<file path="src/rtl/cr_logic_unit.sv">
module cr_logic_unit #(
  parameter int FLD_CNT = 8
) (
  input  logic                   clk,
  input  logic                   rst,
  input  logic                   op_valid,
  input  logic [3:0]             op_code,
  input  logic [4:0]             dst_idx,
  input  logic [4:0]             srca_idx,
  input  logic [4:0]             srcb_idx,
  input  logic [2:0]             dst_fld,
  input  logic [2:0]             src_fld,
  output logic [FLD_CNT*4-1:0]   cr_q,
  output logic [FLD_CNT*4-1:0]   wr_mask
);
  localparam int FLD_W  = 4;
  localparam int CR_W   = FLD_CNT * FLD_W;
  localparam int IDX_W  = $clog2(CR_W);
  localparam int FSEL_W = $clog2(FLD_CNT);
  localparam logic [3:0] OP_MOVE = 4'd8;

  // indices count from the MSB end
  logic [IDX_W-1:0] pos_a, pos_b, pos_d, fbase_s, fbase_d;
  assign pos_a   = IDX_W'(CR_W - 1) - srca_idx;
  assign pos_b   = IDX_W'(CR_W - 1) - srcb_idx;
  assign pos_d   = IDX_W'(CR_W - 1) - dst_idx;
  assign fbase_s = IDX_W'(FLD_W) * IDX_W'(FSEL_W'(FLD_CNT - 1) - src_fld);
  assign fbase_d = IDX_W'(FLD_W) * IDX_W'(FSEL_W'(FLD_CNT - 1) - dst_fld);

  logic a, b, res;
  logic [FLD_W-1:0] src_nib;
  assign a       = cr_q[pos_a];
  assign b       = cr_q[pos_b];
  assign src_nib = cr_q[fbase_s +: FLD_W];

  always_comb begin
    case (op_code[2:0])
      3'd0: res = a & b;
      3'd1: res = ~(a & b);
      3'd2: res = a | b;
      3'd3: res = a ^ b;
      3'd4: res = ~(a | b);
      3'd5: res = ~(a ^ b);
      3'd6: res = a & ~b;
      3'd7: res = a | ~b;
    endcase
  end

  logic is_bit, is_move;
  logic [CR_W-1:0] bit_mask, fld_mask, mask_c, data_c, cr_n;
  assign is_bit   = op_valid && !op_code[3];
  assign is_move  = op_valid && (op_code == OP_MOVE);
  assign bit_mask = {{(CR_W-1){1'b0}}, 1'b1} << pos_d;
  assign fld_mask = {{(CR_W-FLD_W){1'b0}}, {FLD_W{1'b1}}} << fbase_d;
  assign mask_c   = is_bit ? bit_mask : (is_move ? fld_mask : '0);
  assign data_c   = is_move ? {FLD_CNT{src_nib}} : {CR_W{res}};
  assign cr_n     = (cr_q & ~mask_c) | (data_c & mask_c);

  always_ff @(posedge clk) begin
    if (rst) begin
      cr_q    <= '0;
      wr_mask <= '0;
    end else begin
      cr_q    <= cr_n;
      wr_mask <= mask_c;
    end
  end
endmodule


</file>
<file path="config.mk">
export PLATFORM = sky130hd
export DESIGN_NAME = cr_logic_unit
export DESIGN_NICKNAME = d
export VERILOG_FILES = /design/src/rtl/cr_logic_unit.sv
export SDC_FILE = /design/constraint.sdc
export NUM_CORES = 1
export LEC_CHECK = 0
export ABC_AREA = 1
export BUFFER_PORTS_ARGS = -buffer_cell sky130_fd_sc_hd__buf_2
export CORE_MARGIN = 5
export CORE_UTILIZATION = 25
export CTS_CLUSTER_DIAMETER = 120
export DETAILED_ROUTE_END_ITERATION = 12
export GPL_ROUTABILITY_DRIVEN = 0
export GPL_TIMING_DRIVEN = 0
export HOLD_SLACK_MARGIN = 0.03
export SLEW_MARGIN = 15
export SYNTH_ARGS = -nofsm -noshare
export SYNTH_HDL_FRONTEND = slang
export SYNTH_SLANG_ARGS = --single-unit
</file>
<file path="constraint.sdc">
create_clock -name clk -period 2.6 [get_ports clk]
set_input_delay 0.26 -clock clk [delete_from_list [all_inputs] [get_ports clk]]
set_output_delay 0.26 -clock clk [all_outputs]
set_load 0.03 [all_outputs]
</file>
==> out/qor.yml, run 1 <==
hold_path_depth: 2
skew_ns: 0.007295
synthMostInstantiatedCell: "nand2_1"
preCtsSetupSlack_ns: -0.2796
setup_violations: 0
maxCapViolCount: 0
grt_max_degree: 11
stdcell_count: 996
dieArea_um2: 18580
areaGrowthSynthToFinish_pct: 26.07
arrival_ns: 2.63
dp.cells: 979
num_vias: 4539
worstPathMaxFanout: 10
crit_top_cell: "nand2_1"
die_x_um: 136.3
min_to: "wr_mask[8]$_SDFF_PP0_"
cts_buffer_depth: 2
synth_common_cells: "nand2_1, nand3_1, inv_1"
cpPeakStageDelay_ns: 0.45
ir_worst_vdd_mv: 0.3159
post-route-min-period_ns: 2.399
worstSetupPathType: "flip-flop to flip-flop"
async_flop_share_pct: 0
drt_first_iter_violations: 472
nNetsFinal: 808
grt_pass1_vias: 4348
fin_crit_sh_pct: 92.26
yosysSeqAreaShare_pct: 32.12
core_um2: 15770
dr.pass1.iters: 5
clk_latency_ns: 0.34
avgSynthCellArea_um2: 5.875
slew_viol_final: 0
holdWs_ns: 0.2991
status: "finished, final reports clean"
io_buffers: 84
endpoint_kind: "flip-flop"
grt.total_usage_pct: 16.36
grt_antenna_before_repair: 0
powerDensity_nw_per_um2: 479.5
reg2reg_slack_ns: 0.20
clk_pin_slew_worst_paths_ns: 0.06
fillers: 1827
cts-root-buf: "clkbuf_16"
drive_above_1_share_pct: 19.51
grt_pass1_wl_mm: 23.31
synth_edf_count: 0
wl_per_cell_um: 15.02
hpwl_mm: 11.59
cts_max_level: 3
power_w: 0.002411
synth_top_area_share_pct: 32.12
synth_area_um2: 3989
ios: 92
gr-total-overflow: 0
cp_slowest_cell: "dfxtp_1"
max-slew-margin-rel_pct: 68.19
synth_top_area_cell: "dfxtp_1"
synth_nets: 711
die_h_um: 136.3
route.detailed.drc: 0
synth-seq-cells: 64
ant_nets: 0
wl_mm: 14.96
multi_input_area_um2: 2113
yosysWarnings: 0
min_path_type: "primary input to flip-flop"
crit_path_start_kind: "flip-flop"
post-route-worst-setup-slack_ns: 0.2013
power.leakage_nw: 3.020
clock.fmax_mhz: 416.9
cp.required_ns: 2.83
crit_chain: "nand2_1 -> nand3_1 -> nand3_1 -> nand2_1 -> nand2_1 -> nand2_1 -> nand2_1 -> nand2_1 -> inv_1 -> ha_1 -> inv_1 -> nand4_1 -> nand2_1 -> nor2_1 -> nand3_2 -> nand2_4 -> buf_8 -> nand3_1 -> nand2_1 -> inv_1"
cts_hold_buf: 0
synth_area_leaders: "dfxtp_1, nand2_1, nand3_1, inv_1, a21oi_1"
cts_tree: "done"
tns_ns: 0
synthFlopType: "dfxtp_1"
rr_worst_depth: 20
hold_path_startpoint: "rst"
synthDistinctLibCells: 19
hold_viol_final: 0
regArea_um2: 1311
cts_buffers: 9
start_util_pct: 25.29
placementRows: 46
syn-instance-count: 679
cts_sinks: 64
worstMarginPinSlew_ns: 0.4758
vias_per_cell: 4.557
[worst max-delay path by stage]
| stage | slack [ns] | start | end | depth (start not counted) |
|---|---|---|---|---|
| 2_1_floorplan | 0.27 | srca_idx[0] | flip-flop | 23 |
| 3_5_place_dp | -0.28 | srcb_idx[0] | flip-flop | 21 |
| 5_1_grt | -0.0005 | flip-flop | flip-flop | 19 |
| 3_3_place_gp | -0.28 | srcb_idx[0] | flip-flop | 22 |
| 6_report | 0.20 | flip-flop | flip-flop | 20 |
| 4_1_cts | 0.04 | flip-flop | flip-flop | 19 |
[worst max-delay path: cells and delay by family (launching register included)]
kind	cells	cell delay, ns
simple gates	15	1.22
flops	1	0.45
buf+inv	4	0.33
fa+ha+maj	1	0.29
[final cells by class]
| class | count | area share, % |
|---|---|---|
| multi-input cells | 466 | 42.03 |
| well taps | 216 | 5.374 |
| repair buffers | 86 | 8.659 |
| flip-flops and latches | 64 | 26.08 |
| inverters | 118 | 8.957 |
| clock buffers | 13 | 4.976 |
| clock inverters | 1 | 0.09953 |
| plain buffers | 31 | 3.782 |
| diodes | 1 | 0.04976 |
[stage by stage]
| step | utilization, % | cell area [µm²] |
|---|---|---|
| 6_report | 31.89 | 5029 |
| 5_1_grt | 31.87 | 5026 |
| 4_1_cts | 31.29 | 4935 |
| 3_5_place_dp | 29.67 | 4679 |
| 3_3_place_gp | 29.67 | 4679 |
| 2_1_floorplan | - | 3989 |
[power by group]
group,internal (W),leakage [nW],switching (W)
registers,0.000988,0.526,0.0000108
logic,0.000118,2.37,0.000225
clock network,0.000658,0.126,0.000411
total,0.00176,3.02,0.000647
[cells in the final DEF (no fill, tap or decap), drive strengths merged]
| cell type | count |
|---|---|
| o21ai | 14 |
| nand4 | 4 |
| clkinv | 1 |
| dfxtp | 64 |
| buf | 109 |
| nor2 | 28 |
| nand3 | 123 |
| inv | 116 |
| nand3b | 8 |
| o211ai | 8 |
| clkbuf | 21 |
| a21oi | 38 |
| ha | 4 |
| nand2 | 239 |
| clkinvlp | 2 |
| diode | 1 |
[kinds of logic (layout without fill, tap and decap cells)]
family	after synthesis	after routing	synth area share [%]
DFF	64	64	32.12
other	0	1	0
buffers and inverters	149	249	15.21
and+or+nand+nor	402	402	43.38
adders and majority gates	4	4	1.255
AOI/OAI and AO/OA	60	60	8.030
[routing by layer]
metal	share of wire (%)	wire, µm	GRT usage [%]	vias up
met3	9.0	1351	4.145	25
met5	0	0	0	-
met4	1.6	242	5.879	0
met2	44	6535	25.01	202
met1	46	6827	22.25	2000
li1	-	-	-	2312
[timing repair]
| action | CTS | global route |
|---|---|---|
| setup endpoints to repair | 0 | 32 |
| gates resized for setup | 0 | 44 |
| setup buffers | 0 | 1 |
Power figures use the tool's default switching activity.
==> run 2, diff against run 1 <==
--- a/config.mk
+++ b/config.mk
@@ -6,7 +6,9 @@
 export NUM_CORES = 1
 export LEC_CHECK = 0
 export ABC_AREA = 1
+export ABC_CLOCK_PERIOD_IN_PS = 2690
 export BUFFER_PORTS_ARGS = -buffer_cell sky130_fd_sc_hd__buf_2
+export CORE_ASPECT_RATIO = 1.4
 export CORE_MARGIN = 5
 export CORE_UTILIZATION = 25
 export CTS_CLUSTER_DIAMETER = 120
==> constraint.sdc (replaced) <==
create_clock -name clk -period 2.69 [get_ports clk]
set_input_delay 0.269 -clock clk [delete_from_list [all_inputs] [get_ports clk]]
set_output_delay 0.269 -clock clk [all_outputs]
set_load 0.03 [all_outputs]
==> run 2 against run 1 <==
  * Fmax shrank 2.7%
  * Critical path depth is the same
  * Sequential share of layout area shrank 0.16 points
  * First-iteration DRC count shrank 47%
  * Critical path type unchanged
==> out/qor.yml, run 2 (synthesis results as in run 1) <==
worstPathMaxFanout: 10
drt_first_iter_violations: 250
clock.fmax_mhz: 405.8
min_path_type: "primary input to flip-flop"
arrival_ns: 2.69
cts_buffer_depth: 2
grt.total_usage_pct: 16.00
dr.pass1.iters: 5
p_sw_w: 0.0006397
pwr-share-comb_pct: 12.8
max-slew-margin-rel_pct: 62.99
ir_worst_vdd_mv: 0.2787
preCtsSetupSlack_ns: -0.2302
clock_power_share_pct: 48.0
slew_viol_final: 0
rsz0062_at_grt: "true"
clk_latency_ns: 0.33
power_w: 0.002460
route.detailed.drc: 0
cts_tree: "done"
hpwl_mm: 11.96
final_cell_area_um2: 4992
wl_per_cell_um: 15.33
fin_crit_sh_pct: 91.62
endpoint_kind: "flip-flop"
critical_path_buf_inv_count: 5
die_x_um: 116.8
post-route-min-period_ns: 2.464
drive_above_1_share_pct: 17.97
vias_per_cell: 4.663
worstMarginPinSlew_ns: 0.5536
worstSetupPathType: "flip-flop to flip-flop"
areaGrowthSynthToFinish_pct: 25.16
cp.required_ns: 2.91
power_frac_seq_pct: 39.3
cts_sinks: 64
grt_pass1_wl_mm: 23.16
cts-root-buf: "clkbuf_16"
reg2reg_slack_ns: 0.23
clk_pin_slew_worst_paths_ns: 0.05
setup_violations: 0
crit_top_cell: "nand2_1"
nNetsFinal: 806
grt_pass1_vias: 4354
die_h_um: 159.5
skew_ns: 0.009773
status: "finished, final reports clean"
switching_share_pct: 26.00
crit_chain: "inv_1 -> o21ai_1 -> nand3_1 -> nand2_1 -> nand2_1 -> nand2_1 -> nand2_1 -> nand2_1 -> inv_1 -> ha_1 -> inv_1 -> nand4_1 -> nand2_1 -> nor2_1 -> nand3_1 -> nand2_2 -> buf_4 -> nand3_1 -> nand2_1 -> inv_1"
hold_viol_final: 0
hold_path_startpoint: "rst"
wl_mm: 14.95
grt_antenna_before_repair: 0
ant_nets: 0
maxCapViolCount: 0
post-route-util_pct: 31.99
antennaDiodeCount: 0
gr-total-overflow: 0
dieArea_um2: 18620
cts_max_level: 3
cp_top_family: "simple AND/OR/NAND/NOR gates"
placementRows: 54
start_util_pct: 25.56
post-route-worst-setup-slack_ns: 0.2256
mostFrequentLayoutCells: "nand2_1, nand3_1, inv_1"
cts_buffers: 9
placed_cell_area_um2: 4654
core_um2: 15610
tns_ns: 0
power.leakage_nw: 3.018
powerDensity_nw_per_um2: 492.8
internal_power_w: 0.001821
final_common_cell: "nand2_1"
postCtsSetupBuffers: 0
cpPeakStageDelay_ns: 0.42
crit_path_start_kind: "flip-flop"
io_buffers: 84
cp_slowest_cell: "dfxtp_1"
grt_max_degree: 11
num_vias: 4546
ios: 92
run 2: cell count changes in the layout (fill, tap and decap cells not counted), sizes merged:
cell / delta
clkinv: +2
diode: -1
bufinv: +1
inv: -1
buf: -1
clkbuf: -1
run 2: final timing paths:
kind / depth (start not counted) / end
setup reg to reg: 20 / flip-flop
setup / recovery: 20 / flip-flop
hold / removal: 2 / wr_mask[8]$_SDFF_PP0_
hold reg to reg: 4 / flip-flop
run 2: timing repair:
action                                  in CTS  in global routing
resized for setup                            0                 23
hold buffers                                 0                  0
hold endpoints to repair                     0                  0
endpoints found under the setup margin       0                 30
run 2: per-layer routing:
metal	vias to the layer above	wire (µm)	share of wire [%]	GRT usage, %
met5	-	0	0	0
met4	0	490	3.3	6.990
met3	37	866	5.8	3.118
met2	155	7678	51	28.33
met1	2045	5913	40	18.16
li1	2309	-	-	-
run 2: worst reg2reg max path: stages (launching register included):
cell     delay [ns]
dfxtp_1        0.42
inv_1          0.11
o21ai_1        0.15
nand3_1        0.08
nand2_1        0.09
nand2_1        0.06
nand2_1        0.05
nand2_1        0.04
nand2_1        0.10
inv_1          0.07
ha_1           0.30
inv_1          0.04
nand4_1        0.08
nand2_1        0.05
nor2_1         0.08
nand3_1        0.08
nand2_2        0.14
buf_4          0.21
nand3_1        0.08
nand2_1        0.09
inv_1          0.05
run 2: stage by stage:
| stage | hold WS [ns] | instances |
|---|---|---|
| 2_1_floorplan | 0.5295 | 679 |
| 3_3_place_gp | 0.6271 | 959 |
| 3_5_place_dp | 0.6196 | 959 |
| 4_1_cts | 0.2980 | 975 |
| 5_1_grt | 0.3409 | 975 |
| 6_report | 0.3038 | 975 |
run 2: power by group through the flow:
stage               registers (W)  logic (W)  clock network (W)
floorplan                0.000998   0.000190                  0
global placement         0.000987   0.000305                  0
detailed placement       0.000987   0.000307                  0
CTS                      0.000966   0.000308            0.00118
global route             0.000966   0.000349            0.00123
finish                   0.000966   0.000314            0.00118
run 2: layout make-up:
type | count | area [µm²]
Clock inverter | 3 | 40.04
Clock buffer | 13 | 260.3
Inverter | 118 | 450.4
Buffer | 31 | 178.9
Multi-Input combinational cell | 466 | 2103
Fill cell | 1755 | 10620
Tap cell | 196 | 245.2
Sequential cell | 64 | 1294
Timing Repair Buffer | 84 | 420.4
==> run 3, diff against run 2 <==
--- a/config.mk
+++ b/config.mk
@@ -6,7 +6,7 @@
 export NUM_CORES = 1
 export LEC_CHECK = 0
 export ABC_AREA = 1
-export ABC_CLOCK_PERIOD_IN_PS = 2690
+export ABC_CLOCK_PERIOD_IN_PS = 2950
 export BUFFER_PORTS_ARGS = -buffer_cell sky130_fd_sc_hd__buf_2
 export CORE_ASPECT_RATIO = 1.4
 export CORE_MARGIN = 5
==> constraint.sdc (replaced) <==
create_clock -name clk -period 2.95 [get_ports clk]
set_input_delay 0.295 -clock clk [delete_from_list [all_inputs] [get_ports clk]]
set_output_delay 0.295 -clock clk [all_outputs]
set_load 0.03 [all_outputs]
==> run 3 against run 2 <==
  * Highest routed layer unchanged
  * Worst hold slack improved by 0.021 ns
  * Power down 8.9%
  * Clock skew barely moved
  * Via count is 0.15% lower
  * Combinational power fell by 11%
==> out/qor.yml, run 3 (synthesis results as in run 1) <==
power_frac_seq_pct: 39.3
crit_top_cell: "nand2_1"
cp_top_family: "simple AND/OR/NAND/NOR gates"
postCtsSetupBuffers: 0
grt_pass1_wl_mm: 23.16
drive_above_1_share_pct: 16.30
rsz0062_at_grt: "false"
power.leakage_nw: 3.010
final_common_cell: "nand2_1"
io_buffers: 84
drt_first_iter_violations: 322
clk_latency_ns: 0.33
max-slew-margin-rel_pct: 63.81
cts_resized: 0
powerDensity_nw_per_um2: 452.1
critical_path_buf_inv_count: 7
tns_ns: 0
worstPathMaxFanout: 10
die_x_um: 116.8
fin_crit_sh_pct: 87.31
p_sw_w: 0.0005833
cts-root-buf: "clkbuf_16"
min_path_type: "primary input to flip-flop"
wl_mm: 14.94
core_um2: 15610
worstSetupPathType: "primary input to flip-flop"
grt_antenna_before_repair: 0
areaGrowthSynthToFinish_pct: 24.22
gr-total-overflow: 0
maxCapViolCount: 0
grt_pass1_vias: 4354
clock_power_share_pct: 48.1
route.detailed.drc: 0
ios: 92
worstMarginPinSlew_ns: 0.5413
endpoint_kind: "flip-flop"
skew_ns: 0.01015
post-route-min-period_ns: 2.576
hpwl_mm: 11.96
cts_buffers: 9
switching_share_pct: 26.04
cts_hold_buf: 0
wl_per_cell_um: 15.32
setup_violations: 0
mostFrequentLayoutCells: "nand2_1, nand3_1, inv_1"
cp.required_ns: 3.18
dieArea_um2: 18620
reg2reg_slack_ns: 0.39
dr.pass1.iters: 5
placementRows: 54
cp_slowest_cell: "ha_1"
pwr-share-comb_pct: 12.5
clk_pin_slew_worst_paths_ns: 0.05
post-route-util_pct: 31.75
cts_max_level: 3
nNetsFinal: 806
ir_worst_vdd_mv: 0.2571
slew_viol_final: 0
internal_power_w: 0.001657
num_vias: 4539
cts_sinks: 64
antennaDiodeCount: 0
grt.total_usage_pct: 16.00
arrival_ns: 2.80
crit_path_start_kind: "primary input"
grt_max_degree: 11
start_util_pct: 25.56
die_h_um: 159.5
crit_chain: "buf_4 -> inv_1 -> buf_2 -> nand2_1 -> nand3_1 -> nand3_1 -> nand2_1 -> nand2_1 -> nand2_1 -> nand2_1 -> nand2_1 -> inv_1 -> ha_1 -> inv_1 -> nand4_1 -> nand2_1 -> nor2_1 -> nand3_1 -> nand2_1 -> buf_4 -> nand3_1 -> nand2_1 -> inv_1"
hold_viol_final: 0
cts_tree: "done"
clock.fmax_mhz: 388.2
vias_per_cell: 4.655
ant_nets: 0
status: "finished, final reports clean"
cpPeakStageDelay_ns: 0.30
cts_buffer_depth: 2
-- run 3: path summary, 6_finish.rpt --
path / start / cells past startpoint / to
min reg2reg: flip-flop / 6 / flip-flop
max: srca_idx[0] / 23 / flip-flop
max reg2reg: flip-flop / 20 / flip-flop
min: rst / 2 / wr_mask[8]$_SDFF_PP0_
-- run 3: power groups by stage --
stage / Combinational [W] / Clock (W) / Sequential [W]
after global placement: 0.000278 / 0 / 0.000900
after floorplan: 0.000173 / 0 / 0.000910
after detailed placement: 0.000280 / 0 / 0.000900
after CTS: 0.000281 / 0.00108 / 0.000881
final: 0.000281 / 0.00108 / 0.000881
after global routing: 0.000312 / 0.00112 / 0.000882
-- run 3: cell type report --
| type | instances | area (µm²) |
|---|---|---|
| Tap cell | 196 | 245.2 |
| Inverter | 118 | 442.9 |
| Fill cell | 1755 | 10650 |
| Timing Repair Buffer | 84 | 420.4 |
| Clock inverter | 3 | 40.04 |
| Clock buffer | 13 | 260.3 |
| Sequential cell | 64 | 1281 |
| Buffer | 31 | 163.9 |
| Multi-Input combinational cell | 466 | 2101 |
-- run 3: through the flow --
stage / std cells / cell area, µm² / worst slack (ns) / hold slack, ns / total power (W)
after CTS: 975 / 4955 / 0.3385 / 0.3240 / 0.002241
after global routing: 975 / 4955 / 0.03810 / 0.3669 / 0.002317
after detailed placement: 959 / 4654 / 0.003809 / 0.6456 / 0.001179
after floorplan: 679 / 3989 / 0.5859 / 0.5555 / 0.001083
final: 975 / 4955 / 0.3743 / 0.3247 / 0.002240
after global placement: 959 / 4654 / -0.01347 / 0.6531 / 0.001178
-- run 3: worst reg2reg max path, stage by stage, from the launching register on --
cell,delay (ns)
dfxtp_1,0.50
inv_1,0.06
o21ai_0,0.16
nand3_1,0.09
nand2_1,0.07
nand2_1,0.05
nand2_1,0.05
nand2_1,0.04
nand2_1,0.12
inv_1,0.08
ha_1,0.30
inv_1,0.04
nand4_1,0.08
nand2_1,0.05
nor2_1,0.08
nand3_1,0.06
nand2_1,0.18
buf_4,0.22
nand3_1,0.08
nand2_1,0.09
inv_1,0.05
-- run 3: per-layer routing --
layer	wire [µm]	vias up	share of wire (%)	track usage (%)
met5	0	-	0	0
met4	497	0	3.3	6.990
met3	928	35	6.2	3.118
met2	7669	147	51	28.33
met1	5841	2046	39	18.16
li1	-	2311	-	-
